<file path="src/rtl/drv_pkg.sv">
package drv_pkg;
  typedef enum logic [1:0] {CH_PLAIN, CH_DIRECT, CH_THERM} ch_kind_e;

  localparam int NCH        = 8;
  localparam int NDIR       = 2;
  localparam int NTHERM     = 2;
  localparam int THERM_BASE = NCH - NTHERM;

  function automatic ch_kind_e kind_of(input int idx);
    if (idx < NDIR)        return CH_DIRECT;
    if (idx >= THERM_BASE) return CH_THERM;
    return CH_PLAIN;
  endfunction
endpackage

</file>
<file path="src/rtl/drv_blank.sv">
module drv_blank #(
  parameter int BLANK_US = 30
) (
  input  logic clk,
  input  logic rst,
  input  logic tick,
  input  logic dir_n,
  output logic blank
);
  localparam int BW = $clog2(BLANK_US + 1);

  logic          prev_q;
  logic [BW-1:0] left_q;
  logic          chg;

  assign chg   = dir_n ^ prev_q;
  assign blank = chg | (left_q != '0);

  always_ff @(posedge clk) begin
    if (rst) begin
      prev_q <= dir_n;
      left_q <= '0;
    end else begin
      prev_q <= dir_n;
      if (chg)
        left_q <= BW'(BLANK_US);
      else if (tick && left_q != '0)
        left_q <= left_q - 1'b1;
    end
  end
endmodule

</file>
<file path="src/rtl/drv_otimer.sv">
module drv_otimer #(
  parameter int SHUT_US = 8
) (
  input  logic clk,
  input  logic rst,
  input  logic tick,
  input  logic sense,
  output logic expire
);
  localparam int CW = $clog2(SHUT_US + 1);
  localparam logic [CW-1:0] LAST = CW'(SHUT_US - 1);

  logic [CW-1:0] cnt_q;

  assign expire = sense & tick & (cnt_q == LAST);

  always_ff @(posedge clk) begin
    if (rst || !sense)
      cnt_q <= '0;
    else if (tick && cnt_q != LAST)
      cnt_q <= cnt_q + 1'b1;
  end
endmodule

</file>
<file path="src/rtl/octal_sink_ctrl.sv">
module octal_sink_ctrl
  import drv_pkg::*;
#(
  parameter int SHUT_US  = 8,
  parameter int BLANK_US = 30
) (
  input  logic             clk,
  input  logic             rst,
  input  logic             us_tick,
  input  logic [NCH-1:0]   ctl_bits,
  input  logic [NDIR-1:0]  dir_n,
  input  logic [NCH-1:0]   above_thr,
  input  logic [NTHERM-1:0] ovt,
  output logic [NCH-1:0]   gate_en,
  output logic [NCH-1:0]   diag
);
  for (genvar c = 0; c < NCH; c++) begin : g_ch
    localparam ch_kind_e K = kind_of(c);

    logic cmd, dir_mode, blank, sense, trip, flt_q, flt_d;
    logic gate_q, diag_q, diag_d;

    if (K == CH_DIRECT) begin : g_dir
      drv_blank #(.BLANK_US(BLANK_US)) u_blk (
        .clk   (clk),
        .rst   (rst),
        .tick  (us_tick),
        .dir_n (dir_n[c]),
        .blank (blank)
      );
      assign cmd      = ctl_bits[c] | ~dir_n[c];
      assign dir_mode = ~ctl_bits[c];
    end else begin : g_ser
      assign blank    = 1'b0;
      assign cmd      = ctl_bits[c];
      assign dir_mode = 1'b0;
    end

    assign sense = gate_q & above_thr[c] & ~blank;

    if (K == CH_THERM) begin : g_therm
      assign trip = ovt[c - THERM_BASE];
    end else begin : g_oc
      drv_otimer #(.SHUT_US(SHUT_US)) u_tmr (
        .clk    (clk),
        .rst    (rst),
        .tick   (us_tick),
        .sense  (sense),
        .expire (trip)
      );
    end

    assign flt_d = cmd & (flt_q | trip);

    always_comb begin
      if (dir_mode)
        diag_d = blank ? 1'b1 : (above_thr[c] ^ gate_q);
      else if (K == CH_THERM)
        diag_d = above_thr[c] | flt_q;
      else
        diag_d = above_thr[c];
    end

    always_ff @(posedge clk) begin
      if (rst) begin
        flt_q  <= 1'b0;
        gate_q <= 1'b0;
        diag_q <= 1'b0;
      end else begin
        flt_q  <= flt_d;
        gate_q <= cmd & ~flt_d;
        diag_q <= diag_d;
      end
    end

    assign gate_en[c] = gate_q;
    assign diag[c]    = diag_q;
  end
endmodule

</file>
<file path="config.mk">
export PLATFORM = sky130hd
export DESIGN_NAME = octal_sink_ctrl
export DESIGN_NICKNAME = d
export VERILOG_FILES = /design/src/rtl/drv_pkg.sv /design/src/rtl/drv_blank.sv /design/src/rtl/drv_otimer.sv /design/src/rtl/octal_sink_ctrl.sv
export SDC_FILE = /design/constraint.sdc
export NUM_CORES = 1
export LEC_CHECK = 0
export BUFFER_PORTS_ARGS = -buffer_cell sky130_fd_sc_hd__buf_2
export CAP_MARGIN = 20
export CORE_MARGIN = 1
export CORE_UTILIZATION = 25
export CTS_BUF_LIST = sky130_fd_sc_hd__clkbuf_4
export DETAILED_ROUTE_END_ITERATION = 6
export PLACE_DENSITY = 0.42
export SKIP_CTS_REPAIR_TIMING = 1
export SYNTH_ARGS = -nofsm -noshare
export SYNTH_HDL_FRONTEND = slang
export SYNTH_SLANG_ARGS = --single-unit
export TNS_END_PERCENT = 1
</file>
<file path="constraint.sdc">
create_clock -name clk -period 3.09 [get_ports clk]
set_input_delay 0.618 -clock clk [delete_from_list [all_inputs] [get_ports clk]]
set_output_delay 0.618 -clock clk [all_outputs]
set_load 0.02 [all_outputs]
</file>
==> impl_metrics.py <==
metrics = {
    "synth": {
        "synth-edff-count": 0,
        "syn_inst": 280,
        "synth_area_sq_mm": 0.00269,
        "ys_ff_latch": 60,
        "syn_avg_cell_area_sq_um": 9.62,
        "synthFlopType": "dfxtp_1",
        "syn_nets": 313,
        "ys_warn_count": 0,
        "yosys.area.top_type_share_pct": 44.6,
        "yosys.area.top_type": "dfxtp_1",
        "ys_types": 38,
        "ys_seq_area_share_pct": 44.6,
        "synth-async-reset-ratio_pct": 0,
        "netlist_top_cells_area": "dfxtp_1, a21oi_1, ha_1, buf_4, o21ai_0",
    },
    "clock_network": {
        "cts_tree": "yes",
        "cts_buffers": 9,
        "cts.clk_slew.worst_paths_ns": 0.10,
        "clock_path_buffers": 2,
        "cts.sinks": 60,
        "root_buffer": "clkbuf_4",
        "htreeDepth": 3,
        "insertion_delay_ns": 0.39,
    },
    "timing": {
        "setup_ws_ns": 1.45,
        "drv_slew": 0,
        "fin_skew_ns": 0.0119,
        "rsz0062_at_grt": "no",
        "post-route-period-util_pct": 53.1,
        "fmax_mhz": 609,
        "tns_ns": 0,
        "finalHoldViolCount": 0,
        "min_period_ns": 1.64,
        "tightest_slew_ns": 0.723,
        "setup_violations": 0,
        "slew_headroom_pct": 51.8,
    },
    "setup_path": {
        "worst_setup_path_end_kind": "flop",
        "cp_cell_sequence": "buf_2, buf_4, inv_2, or4_1, a21oi_1",
        "slowest_delay_ns": 0.55,
        "crit_fanout": 31,
        "critPathBufInv": 3,
        "required_ns": 3.41,
        "slowest_stage": "or4_1",
        "cpLargestDelayFamily": "buffers and inverters",
        "critical_path_class": "input port to flop",
        "critical_path_arrival_ns": 1.96,
        "cp-start-kind": "input port",
    },
    "routing": {
        "viasPerCell": 4.66,
        "drtAntennaViolNets": 0,
        "wl_mm": 5.18,
        "wl_per_cell_um": 11.6,
        "vias": 2073,
        "drc_errors": 0,
        "drtIter0Drc": 78,
        "firstDrtPassIters": 4,
    },
    "floorplanning": {
        "core_sq_mm": 0.0104,
        "die_h_um": 106,
        "die_x_um": 106,
        "start_util_pct": 26.0,
        "die_area_sq_mm": 0.0112,
        "ios": 39,
        "num_rows": 37,
    },
    "placed_design": {
        "dp_cells": 429,
        "dp_worst_setup_slack_ns": 1.05,
        "portBuffers": 38,
        "gp_congestion": 0.694,
        "dp_hpwl_mm": 3.42,
    },
    "global_route": {
        "grtUsageTotal_pct": 9.90,
        "grt_pass1_wl_mm": 8.71,
        "antenna_found_initial": 0,
        "grt_pass1_vias": 1888,
        "overflow": 0,
        "grt_max_degree": 38,
    },
    "cells_and_area": {
        "drive_above_1_share_pct": 20.1,
        "instances_no_fill": 445,
        "post-route-util_pct": 29.2,
        "antenna-diode-count": 0,
        "area_growth_pct": 12.4,
        "final_nets": 337,
    },
    "worst_hold_path": {
        "min_path_type": "input port to flop",
    },
    "power": {
        "ir_drop_mv": 0.202,
        "power_leakage_nw": 1.16,
        "p_per_area_mw_per_mm2": 503,
    },
    "status": {
        "status": "complete, no violations",
    },
    "flow_run": {
        "drv_cap": 0,
    },
}
==> layout by cell type (no fill, tap or decap), types with 2 or more instances in the layout <==
master | synthesis | layout
a211oi_1 | 8 | 8
a211oi_2 | 2 | 2
a21oi_1 | 30 | 30
a311oi_1 | 4 | 4
a41oi_1 | 5 | 5
and3_1 | 5 | 5
and3b_1 | 10 | 10
and4b_1 | 2 | 2
buf_2 | 5 | 38
clkbuf_4 | 0 | 10
clkinv_1 | 0 | 2
clkinv_2 | 0 | 2
dfxtp_1 | 60 | 60
ha_1 | 10 | 10
inv_1 | 7 | 7
nand2_1 | 5 | 5
nand2b_1 | 2 | 2
nand3_1 | 7 | 7
nand3b_1 | 9 | 9
nand4_1 | 3 | 3
nand4b_1 | 3 | 3
nor2_1 | 11 | 11
nor2b_1 | 9 | 9
nor3_1 | 7 | 7
nor3b_1 | 6 | 6
nor4_1 | 2 | 2
nor4b_2 | 2 | 2
nor4b_4 | 2 | 2
o21ai_0 | 18 | 18
o31ai_1 | 2 | 2
or3_1 | 10 | 10
or4_1 | 3 | 3
or4b_4 | 2 | 2
xnor2_1 | 2 | 2
xor2_1 | 2 | 2
==> final timing paths <==
| check | start | endpoint | slack (ns) | depth (start not counted) |
|---|---|---|---|---|
| hold / removal | dir_n[0] | g_ch[0].g_dir.u_blk.prev_q | 0.38 | 1 |
| setup / recovery | us_tick | g_ch[3].g_oc.u_tmr.cnt_q[3] | 1.45 | 5 |
| setup reg to reg | g_ch[0].g_dir.u_blk.left_q[0] | g_ch[0].g_dir.u_blk.left_q[3] | 1.51 | 5 |
| hold reg to reg | g_ch[6].flt_q | g_ch[6].gate_q | 0.46 | 1 |
==> kinds of logic after synthesis <==
logic type,after synthesis,synth area share [%]
buffers and inverters,34,7.20
DFF,60,44.6
xor gates and xnor gates,4,1.30
adders and majority gates,10,4.65
and+or+nand+nor,102,26.5
AOI/OAI and AO/OA,70,15.8
==> synthesized netlist by cell type, types with 3 or more instances <==
cell and instances:
a211oi_1 8, a21oi_1 30, a311oi_1 4, a41oi_1 5, and3_1 5, and3b_1 10, buf_2 5, buf_4 16
clkbuf_1 5, dfxtp_1 60, ha_1 10, inv_1 7, nand2_1 5, nand3_1 7, nand3b_1 9, nand4_1 3
nand4b_1 3, nor2_1 11, nor2b_1 9, nor3_1 7, nor3b_1 6, o21ai_0 18, or3_1 10, or4_1 3
==> report_power, final <==
part / internal, mW / switching [mW] / total, mW / leakage (nW)
sequential: 0.803 / 0.0279 / 0.831 / 0.492
combinational: 0.0705 / 0.0913 / 0.162 / 0.601
clock: 0.248 / 0.283 / 0.531 / 0.0712
==> layer usage <==
metal	track usage, %	routed length, um	up-vias
li1	-	-	1068
met1	12.6	2690	962
met2	14.8	2200	38
met3	4.33	244	5
met4	3.27	42	0
met5	0	0	-
==> through the flow <==
step | power [mW] | hold slack (ns) | cell area, sq um
floorplan | 0.974 | 0.420 | 2690
global placement | 1.01 | 0.449 | 2900
detailed placement | 1.01 | 0.454 | 2900
CTS | 1.56 | 0.349 | 3030
global route | 1.61 | 0.331 | 3030
finish | 1.52 | 0.382 | 3030
==> area by class of cell <==
type                    count  area [sq um]
fillers                  1118          7340
multi-input cells         186          1300
flip-flops and latches     60          1200
repair buffers             39           198
well taps                 136           170
clock buffers              10          75.1
clock inverters             6          55.1
inverters                   8          30.0
==> registers in the layout, indices dropped and copies added, names as in the netlist <==
signal and cells:
g_ch.g_oc.u_tmr.cnt_q 24, g_ch.g_dir.u_blk.left_q 10, g_ch.diag_q 8, g_ch.flt_q 8, g_ch.gate_q 8, g_ch.g_dir.u_blk.prev_q 2
Note: power is estimated with default switching activity, not from simulation.
